`src/rtl/i2c_regs_pkg.sv`:
```
// Shared types for the I2C register-access slave.
// Assumes: bytes on the bus are always eight bits wide.
package i2c_regs_pkg;
    localparam int BYTE_W = 8;

    typedef enum logic [2:0] {
        ST_IDLE,   // not addressed, waiting for START
        ST_RX,     // shifting a byte in from the host
        ST_ACK,    // holding SDA low for the acknowledge pulse
        ST_TX,     // shifting a register byte out
        ST_MACK    // host acknowledge slot after a sent byte
    } bus_state_t;

    typedef enum logic [1:0] {
        BK_DEV,    // device address plus direction
        BK_PTR,    // register pointer
        BK_DATA    // register data
    } byte_kind_t;
endpackage

```
`src/rtl/i2c_line_sync.sv`:
```
// Multi-flop synchronizer for one bus line.
// Assumes: STAGES >= 2; the reset value matches an idle (high) line.
module i2c_line_sync #(
    parameter int   STAGES    = 2,
    parameter logic RESET_VAL = 1'b1
) (
    input  logic clk,
    input  logic rst_n,
    input  logic d,
    output logic q
);
    logic [STAGES-1:0] chain;

    // Shift the raw line level through the synchronizer chain.
    always_ff @(posedge clk) begin
        if (!rst_n) chain <= {STAGES{RESET_VAL}};
        else        chain <= {chain[STAGES-2:0], d};
    end

    assign q = chain[STAGES-1];
endmodule

```
`src/rtl/i2c_cond_detect.sv`:
```
// Detects SCL edges and START / STOP conditions from synchronized lines.
// Assumes: inputs are already synchronized to clk.
module i2c_cond_detect (
    input  logic clk,
    input  logic rst_n,
    input  logic scl_s,
    input  logic sda_s,
    output logic scl_rise,
    output logic scl_fall,
    output logic start_c,
    output logic stop_c
);
    logic scl_d, sda_d;

    // Keep the previous sampled levels for edge detection.
    always_ff @(posedge clk) begin
        if (!rst_n) begin
            scl_d <= 1'b1;
            sda_d <= 1'b1;
        end else begin
            scl_d <= scl_s;
            sda_d <= sda_s;
        end
    end

    assign scl_rise = scl_s & ~scl_d;
    assign scl_fall = ~scl_s & scl_d;
    assign start_c  = scl_s & scl_d & sda_d & ~sda_s;
    assign stop_c   = scl_s & scl_d & ~sda_d & sda_s;
endmodule

```
`src/rtl/i2c_slave_fsm.sv`:
```
// Byte framing, acknowledge and transaction flow of the I2C slave.
// Assumes: strobes come from i2c_cond_detect; reg_rdata is combinational
// on reg_addr; drive_low is gated by the bus reset outside this module.
module i2c_slave_fsm
    import i2c_regs_pkg::*;
#(
    parameter logic [6:0] DEV_ADDR = 7'h60,
    parameter int         ADDR_W   = 8
) (
    input  logic              clk,
    input  logic              rst_n,
    input  logic              scl_rise,
    input  logic              scl_fall,
    input  logic              start_c,
    input  logic              stop_c,
    input  logic              scl_lvl,
    input  logic              sda_lvl,
    input  logic [BYTE_W-1:0] reg_rdata,
    output logic              drive_low,
    output logic              reg_we,
    output logic [ADDR_W-1:0] reg_addr,
    output logic [BYTE_W-1:0] reg_wdata
);
    localparam int CNT_W = $clog2(BYTE_W + 1);
    localparam logic [CNT_W-1:0] FULL = CNT_W'(BYTE_W);
    localparam logic [CNT_W-1:0] LAST = CNT_W'(BYTE_W - 1);

    bus_state_t        st;
    byte_kind_t        kind;
    logic [CNT_W-1:0]  cnt;
    logic [BYTE_W-1:0] rx_sh, tx_sh, tx_next;
    logic [ADDR_W-1:0] ptr;
    logic              rw, mack;

    assign tx_next  = {tx_sh[BYTE_W-2:0], 1'b0};
    assign reg_addr = ptr;

    // Main sequencer: framing, address match, pointer and data movement.
    always_ff @(posedge clk) begin
        if (!rst_n) begin
            st        <= ST_IDLE;
            kind      <= BK_DEV;
            cnt       <= '0;
            rx_sh     <= '0;
            tx_sh     <= '0;
            ptr       <= '0;
            rw        <= 1'b0;
            mack      <= 1'b0;
            drive_low <= 1'b0;
            reg_we    <= 1'b0;
            reg_wdata <= '0;
        end else begin
            reg_we <= 1'b0;
            if (reg_we) ptr <= ptr + 1'b1;
            if (start_c) begin
                st        <= ST_RX;
                kind      <= BK_DEV;
                cnt       <= '0;
                drive_low <= 1'b0;
            end else if (stop_c) begin
                st        <= ST_IDLE;
                drive_low <= 1'b0;
            end else begin
                case (st)
                    ST_RX: begin
                        if (scl_rise && cnt != FULL) begin
                            rx_sh <= {rx_sh[BYTE_W-2:0], sda_lvl};
                            cnt   <= cnt + 1'b1;
                        end else if (scl_fall && cnt == FULL) begin
                            case (kind)
                                BK_DEV: begin
                                    if (rx_sh[BYTE_W-1:1] == DEV_ADDR) begin
                                        rw        <= rx_sh[0];
                                        st        <= ST_ACK;
                                        drive_low <= 1'b1;
                                    end else begin
                                        st <= ST_IDLE;
                                    end
                                end
                                BK_PTR: begin
                                    ptr       <= ADDR_W'(rx_sh);
                                    st        <= ST_ACK;
                                    drive_low <= 1'b1;
                                end
                                default: begin
                                    reg_wdata <= rx_sh;
                                    reg_we    <= 1'b1;
                                    st        <= ST_ACK;
                                    drive_low <= 1'b1;
                                end
                            endcase
                        end
                    end
                    ST_ACK: begin
                        if (scl_fall) begin
                            cnt <= '0;
                            if (rw) begin
                                tx_sh     <= reg_rdata;
                                ptr       <= ptr + 1'b1;
                                drive_low <= ~reg_rdata[BYTE_W-1];
                                st        <= ST_TX;
                            end else begin
                                drive_low <= 1'b0;
                                st        <= ST_RX;
                                kind      <= (kind == BK_DEV) ? BK_PTR : BK_DATA;
                            end
                        end
                    end
                    ST_TX: begin
                        if (scl_fall) begin
                            if (cnt == LAST) begin
                                drive_low <= 1'b0;
                                st        <= ST_MACK;
                            end else begin
                                tx_sh     <= tx_next;
                                drive_low <= ~tx_next[BYTE_W-1];
                                cnt       <= cnt + 1'b1;
                            end
                        end
                    end
                    ST_MACK: begin
                        if (scl_rise) begin
                            mack <= ~sda_lvl;
                        end else if (scl_fall) begin
                            cnt <= '0;
                            if (mack) begin
                                tx_sh     <= reg_rdata;
                                ptr       <= ptr + 1'b1;
                                drive_low <= ~reg_rdata[BYTE_W-1];
                                st        <= ST_TX;
                            end else begin
                                st <= ST_IDLE;
                            end
                        end
                    end
                    default: ;
                endcase
            end
        end
    end


    ack_holds_low_chk: assert property (@(posedge clk) disable iff (!rst_n)
        (st == ST_ACK) |-> drive_low);


    quiet_when_idle_chk: assert property (@(posedge clk) disable iff (!rst_n)
        (st == ST_IDLE || st == ST_RX) |-> !drive_low);


    we_single_pulse_chk: assert property (@(posedge clk) disable iff (!rst_n)
        reg_we |=> !reg_we);


    ptr_step_chk: assert property (@(posedge clk) disable iff (!rst_n)
        reg_we |=> (reg_addr == $past(reg_addr) + 1'b1));


    tx_stable_high_chk: assert property (@(posedge clk) disable iff (!rst_n)
        (st == ST_TX && $past(st) == ST_TX && scl_lvl && $past(scl_lvl))
        |-> $stable(drive_low));
endmodule

```
`src/rtl/i2c_regs_slave.sv`:
```
// Top level: I2C slave giving a host byte access to a register file.
// Assumes: clk is at least ~10x the SCL rate; register file answers
// reg_rdata combinationally from reg_addr; pad is open drain.
module i2c_regs_slave
    import i2c_regs_pkg::*;
#(
    parameter logic [6:0] DEV_ADDR    = 7'h60,
    parameter int         ADDR_W      = 8,
    parameter int         SYNC_STAGES = 2
) (
    input  logic              clk,
    input  logic              rst_n,
    input  logic              bus_rst_n,
    input  logic              scl_i,
    input  logic              sda_i,
    output logic              sda_oe,
    output logic              reg_we,
    output logic [ADDR_W-1:0] reg_addr,
    output logic [BYTE_W-1:0] reg_wdata,
    input  logic [BYTE_W-1:0] reg_rdata
);
    localparam int N_LINES = 2;

    logic [N_LINES-1:0] raw_lines, sync_lines;
    logic scl_rise, scl_fall, start_c, stop_c, drive_low;

    assign raw_lines = {sda_i, scl_i};

    // One synchronizer chain per bus line.
    generate
        for (genvar i = 0; i < N_LINES; i++) begin : g_sync
            i2c_line_sync #(.STAGES(SYNC_STAGES), .RESET_VAL(1'b1)) u_sync (
                .clk  (clk),
                .rst_n(rst_n),
                .d    (raw_lines[i]),
                .q    (sync_lines[i])
            );
        end
    endgenerate

    i2c_cond_detect u_cond (
        .clk     (clk),
        .rst_n   (rst_n),
        .scl_s   (sync_lines[0]),
        .sda_s   (sync_lines[1]),
        .scl_rise(scl_rise),
        .scl_fall(scl_fall),
        .start_c (start_c),
        .stop_c  (stop_c)
    );

    i2c_slave_fsm #(.DEV_ADDR(DEV_ADDR), .ADDR_W(ADDR_W)) u_fsm (
        .clk      (clk),
        .rst_n    (rst_n),
        .scl_rise (scl_rise),
        .scl_fall (scl_fall),
        .start_c  (start_c),
        .stop_c   (stop_c),
        .scl_lvl  (sync_lines[0]),
        .sda_lvl  (sync_lines[1]),
        .reg_rdata(reg_rdata),
        .drive_low(drive_low),
        .reg_we   (reg_we),
        .reg_addr (reg_addr),
        .reg_wdata(reg_wdata)
    );

    // Bus reset overrides every drive request from the sequencer.
    assign sda_oe = drive_low & bus_rst_n;
endmodule

```
`config.mk`:
```
export PLATFORM = sky130hd
export DESIGN_NAME = i2c_regs_slave
export DESIGN_NICKNAME = d
export VERILOG_FILES = /design/src/rtl/i2c_regs_pkg.sv /design/src/rtl/i2c_line_sync.sv /design/src/rtl/i2c_cond_detect.sv /design/src/rtl/i2c_slave_fsm.sv /design/src/rtl/i2c_regs_slave.sv
export SDC_FILE = /design/constraint.sdc
export NUM_CORES = 1
export LEC_CHECK = 0
export BUFFER_PORTS_ARGS = -buffer_cell sky130_fd_sc_hd__buf_4
export CORE_MARGIN = 5
export CORE_UTILIZATION = 65
export CTS_BUF_LIST = sky130_fd_sc_hd__clkbuf_4 sky130_fd_sc_hd__clkbuf_8
export DETAILED_ROUTE_END_ITERATION = 12
export GPL_TIMING_DRIVEN = 0
export HOLD_SLACK_MARGIN = 0.12
export PLACE_DENSITY = 0.88
export SLEW_MARGIN = 25
export SYNTH_ARGS = -nofsm -noshare
export SYNTH_HDL_FRONTEND = slang
export SYNTH_SLANG_ARGS = --single-unit
```
`constraint.sdc`:
```
create_clock -name clk -period 3 [get_ports clk]
set_clock_uncertainty 0.05 [all_clocks]
set_input_delay 0.75 -clock clk [delete_from_list [all_inputs] [get_ports clk]]
set_output_delay 0.75 -clock clk [all_outputs]
set_load 0.005 [all_outputs]
```
# After elaboration in Yosys (flattened, before gate mapping)
# Cells that the tools add are included.
# W data, S select, Z words.
# word_totals
in_bits,13
out_inout_bits,18
ff_bits,50
wordCells,142
# classes
muxes,54
reduce_logical,20
eq_ne,28
bitwise,22
addsub,2
# op_table
op,count
$mux W8,11
$mux W7,7
$pmux W8 S3,1
$mux W3,7
$pmux W7 S3,1
$mux W4,5
$ne A4 B3 Y1 const B,5
$ne A2 B1 Y1 const B,8
$pmux W4 S4,1
$reduce_and A8 Y1,2
$mux W1,14
$not A1 Y1,14
$ne A4 B4 Y1 const B,3
$pmux W3 S4,1
$reduce_and A4 Y1,3
$reduce_and A6 Y1,2
$mux W2,5
$reduce_and A10 Y1,1
$reduce_and A9 Y1,1
$add A8 B1 Y8 const B,1
$and A1 B1 Y1,8
$eq A7 B7 Y1 const B,1
$reduce_and A7 Y1,1
$eq A3 B2 Y1 const B,2
other kinds (17),21

# Longest topological paths before layout
# logic_depth
word_depth,8
ltp_mapped,8

# Modules after synthesis
# A second synthesis with hierarchy kept.
# unflattened
hier_cells,294
hier_area_um2,2646.3
# modules_own_cells
module,area_each_um2,seq_area_each_um2,n_inst,cells_per_inst
i2c_slave_fsm,2449.8,880.8,1,277
i2c_line_sync,52.6,40.0,2,4
i2c_cond_detect,85.1,40.0,1,8
i2c_regs_slave,6.3,0.0,1,1

# Least setup slack after synthesis
# Ideal clock, no wire load.
# synth_timing
path_kind,reg2reg
start,register u_fsm.st[1]
end,register u_fsm.ptr[7] (netlist: u_fsm.reg_addr[7])
required_ns,2.823
setup_time_ns,0.127
setup_slack_ns,1.079
arrival_time_ns,1.744
path_stages_with_launch,7
period_less_slack_ns,1.921
cell_sequence,dfxtp_1 > buf_4 > or3b_4 > nor4_4 > o211ai_4 > o21ai_4 > o22ai_2
# synth_via
elab_chain_cells,4
elab_cells_between_ends,6
classes_between,3 x eq/ne; 3 x mux
# synth_lines
element,line,text
"start, declared",i2c_slave_fsm.sv:28,bus_state_t st;
"start signal, assigned",i2c_slave_fsm.sv:41,st <= ST_IDLE;
"start signal, assigned",i2c_slave_fsm.sv:56,st <= ST_RX;
"start signal, assigned",i2c_slave_fsm.sv:61,st <= ST_IDLE;
$eq A3 B3 Y1 (tied with other cells),i2c_slave_fsm.sv:64,case (st)
$pmux W8 S3 *,i2c_slave_fsm.sv:64,
$mux W8 *,i2c_slave_fsm.sv:60,end else if (stop_c) begin
$mux W8 *,i2c_slave_fsm.sv:55,if (start_c) begin
"end signal, assigned",i2c_slave_fsm.sv:54,if (reg_we) ptr <= ptr + 1'b1;
"end signal, assigned",i2c_slave_fsm.sv:81,ptr <= ADDR_W'(rx_sh);
"end signal, assigned",i2c_slave_fsm.sv:99,ptr <= ptr + 1'b1;
"end, declared",i2c_slave_fsm.sv:32,logic [ADDR_W-1:0] ptr;
# Every way passes the cells marked *; elsewhere a longest branch is shown, timed or not.
# A chain may end at the register's enable or synchronous reset.

# Worst setup path in the final report
# layout_timing
start,register u_fsm.st[2]
end,register u_fsm.ptr[2] (netlist: u_fsm.reg_addr[2])
# The elaborated chain is that of the path after synthesis.

==> results <==
- After the last flow step, the layout net total stands at 344.
- The vertical extent of the die is 73.5 microns.
- The endpoint identified for the worst register-to-register timing path is u_fsm.reg_addr[2].
- The sequential share of power is 54.6%.
- Ranked by total cell area, the synthesized netlist is headed by dfxtp_1, mux2i_1, nor2_1.
- The synthesized design devotes to its leading area cell type 38.2% of total area.
- The post-CTS setup-driven buffer insertion count is 0.
- The port buffer count is 30.
- The core occupancy in the finished layout is 76.7%.
- The critical path starts at u_fsm.st[2].
- A synthesized cell averages 9.01 sq um.
- The accumulated negative setup slack is 0 ns.
- In the synthesized netlist the async set-or-reset flop fraction comes to 0%.
- Measured in cells, the most critical reg-to-reg path has a length of 7.
- The number of instances in the synthesized netlist is 291.
- The clock tree from TritonCTS is yes.
- The critical path in this run is classified as reg -> reg.
- After synthesis the netlist holds a flip-flop and latch count of 50.
- The detailed router placed 2,320 vias in this run.
- Cells with a size suffix above 1 make up 16.7% of the layout.
- After detailed routing, the number of remaining DRC violations is 0.
- The clock passes through at most 2 buffers.
- The die area is 5400 sq um.
- The critical-path maximum fanout is 10.
- The per-cell via count in the routed design is 6.12.
- The most common cell in the synthesized netlist is dfxtp_1.
- The number of nets with antenna violations after detailed routing is 0.
- In the synthesized netlist, the cells that appear most often are dfxtp_1, nor2_1, mux2i_1.
- The internal portion of the total power is 0.000947 W.
- Max-cap violations in this run came to 0.
- For this block, the initial DRC count from the detailed router was 228.
- The area taken by multi-input logic gates is 1500 sq um.
- The combinational power share is 5.0%.
- The count of yosys warnings during synthesis is 0.
- The filler cell count is 277.
- The part of the total power dissipated in the clock network is 40.3%.
- The all-layer global routing usage is 23.4%.
- The pin count of the biggest net entering global routing is 18.
- The tree built by TritonCTS fans out to 50 sinks.
- The flow ran to the end, and the final reports show no timing, DRC or antenna violations.
- The area taken by flip-flops and latches is 1000 sq um.
- For this configuration, the core starts out at a cell density of 66.5%.
- The number of distinct library cells after synthesis is 61.
- The total wire length is 6.09 mm.
- The number of diodes is 0.
- The wire-length estimate of the detail-placed layout is 4.36 mm.
- The count of cells resized by post-cts repair is 0.
- The hold-fix buffer count after cts is 0.
- The worst path uses 75.7% of the clock period.
- IR analysis of the VDD net gives a maximum drop of 0.000402 V.
- The first global-routing pass estimated 9.94 mm of wire.
- Across all setup checks in the final design, the least slack found is 0.730 ns.
- The total area inside the core boundary comes to 3940 sq um.
- Clock-pin slew was measured on the worst setup and hold paths at 0.10 ns.
- The net switching fraction of the power is 22.9%.
- The detailed-routing iteration count for the pre-antenna-repair pass is 5.
- The pre-CTS setup slack is 0.782 ns.
- Compared with the post-synthesis result, the final layout area differs by 15.4%.
- In this run the power density over the cells is 406 nW/um^2.
- The capturing instance or port of the critical path is u_fsm.reg_addr[2].
- The endpoint arrival time on the critical path is 2.41 ns.
- The count of flip-flops with a built-in enable after synthesis is 0.
- The origin of the worst min-delay path is g_sync[0].u_sync.chain[0].
- At the pin with the least slew margin, the transition time is 0.656 ns.
- The net load switching power is 0.000281 W.
- The initial antenna violation count is 0.
- The number of global-route vias before repair is 2,180.
- Setup violations remaining at the end of the flow were counted as 0.
- The clock latency reported for the late side of the worst-skew pair is 0.31 ns.
- The count of pins over their slew limit is 0.
- The deepest level of the CTS H-tree is 2.
- The cell row count is 23.
- 31 I/O pins were placed.
- The cell leakage power is 1.24 nW.
- The post-detailed-route wirelength per cell is 16.1 microns.
- STA classifies the critical path startpoint as a flop.
- Setup slack on the worst reg-to-reg path comes out at 0.73 ns.
- Of all cell types, the one taking the most synthesized area is dfxtp_1.
- After layout, the design draws a total of 0.00123 W.
- The worst slew margin relative to its limit is 56.2%.
- The routed design could run at a clock period as short as 2.27 ns.
- At the worst endpoint, the required time is 3.14 ns.
- The number of nets produced by synthesis is 307.
- The fraction of the yosys area taken by sequential cells is 38.2%.
- The synthesized cell area is 2620 sq um.
- In this run the critical register-to-register path is launched from u_fsm.st[2].
- The weighted congestion reported at the end of routability-driven placement is 0.916.
- The path class of the tightest hold or removal check is reg -> reg.
- TritonCTS created 5 clock buffers.
- The die width is 73.5 microns.
- After global routing the overflow that remains totals 0.
- The number of hold violations in the final report was 0.
- Hold timing on the final database bottoms out at a slack of 0.384 ns.
- Setup repair after global routing left no endpoint under its margin.
- The highest clock frequency the design can meet is 441 MHz.
- The most used flip-flop cell after synthesis is dfxtp_1.
- The tree is rooted in a clkbuf_8.
- The worst setup path is captured at a flop.
[flip-flops by register name (all words and copies together) (netlist names), 2 cells and up]
name,count
u_fsm.reg_addr,8
u_fsm.reg_wdata,8
u_fsm.rx_sh,8
u_fsm.tx_sh,7
g_sync.u_sync.chain,4
u_fsm.cnt,4
u_fsm.st,3
u_fsm.kind,2
[kinds of logic after synthesis]
logic type      after synthesis  share of synthesized area, %
xor+xnor                     14                          4.68
fa+ha+maj                     3                          1.43
compound gates               55                          17.3
mux                          21                          8.02
buf+inv                      24                          4.68
simple gates                124                          25.7
flops                        50                          38.2
[routing by layer]
metal | wire length (microns) | GRT usage, % | up-vias
li1 | - | - | 1122
met1 | 2700 | 30.0 | 1100
met2 | 2860 | 38.1 | 84
met3 | 426 | 5.75 | 14
met4 | 107 | 8.25 | 0
met5 | 0 | 0 | -
[placed cells by master, fill, tap and decap left out, types with 5 or more instances in the layout]
| cell | netlist | routed |
|---|---|---|
| dfxtp_1 | 50 | 50 |
| nor2_1 | 36 | 36 |
| buf_4 | 2 | 32 |
| mux2i_1 | 21 | 21 |
| nand2_1 | 19 | 19 |
| nand3_1 | 15 | 15 |
| clkbuf_1 | 11 | 11 |
| xor2_1 | 10 | 10 |
| nand2b_1 | 9 | 9 |
| o22ai_1 | 8 | 8 |
| a21oi_1 | 7 | 7 |
| nor2b_1 | 7 | 7 |
| a311oi_1 | 7 | 7 |
| nand3b_1 | 6 | 6 |
| a22oi_1 | 6 | 6 |
| clkbuf_8 | 0 | 5 |
[power by group through the flow]
stage / Sequential (W) / Combinational, W / Clock (W)
floorplan: 0.000685 / 0.0000372 / 0
global placement: 0.000686 / 0.0000603 / 0
detailed placement: 0.000686 / 0.0000612 / 0
CTS: 0.000671 / 0.0000615 / 0.000502
global route: 0.000671 / 0.0000675 / 0.000529
finish: 0.000671 / 0.0000620 / 0.000495
[critical path, stage by stage (launching register included)]
cell      delay, ns
dfxtp_1        0.34
buf_6          0.14
or2b_2         0.28
clkbuf_1       0.22
a21oi_1        0.58
o211ai_4       0.18
o21ai_4        0.26
o22ai_1        0.11
[through the flow]
| stage | area [sq um] | std cells |
|---|---|---|
| 6_report | 3030 | 379 |
| 5_1_grt | 3030 | 379 |
| 4_1_cts | 3030 | 379 |
| 3_5_place_dp | 2910 | 371 |
| 3_3_place_gp | 2910 | 371 |
| 2_1_floorplan | 2620 | 291 |
[how the worst min path moves through the flow]
stage                           endpoint  slack (ns)  cells after the start
3_3_place_gp   g_sync[0].u_sync.chain[1]        0.34                      1
4_1_cts        g_sync[0].u_sync.chain[1]        0.39                      1
3_5_place_dp   g_sync[1].u_sync.chain[1]        0.37                      1
5_1_grt        g_sync[0].u_sync.chain[1]        0.41                      1
2_1_floorplan  g_sync[0].u_sync.chain[1]        0.34                      1
6_report       g_sync[0].u_sync.chain[1]        0.38                      1
[layout make-up]
type                    count  share of cell area [%]
plain buffers              20                    3.56
clock buffers               5                    2.27
clock inverters             3                    1.57
inverters                   4                   0.496
multi-input cells         217                    49.5
flip-flops and latches     50                    33.1
well taps                  50                    2.07
repair buffers             30                    7.44
No activity file was read; power rests on OpenSTA's default activity.
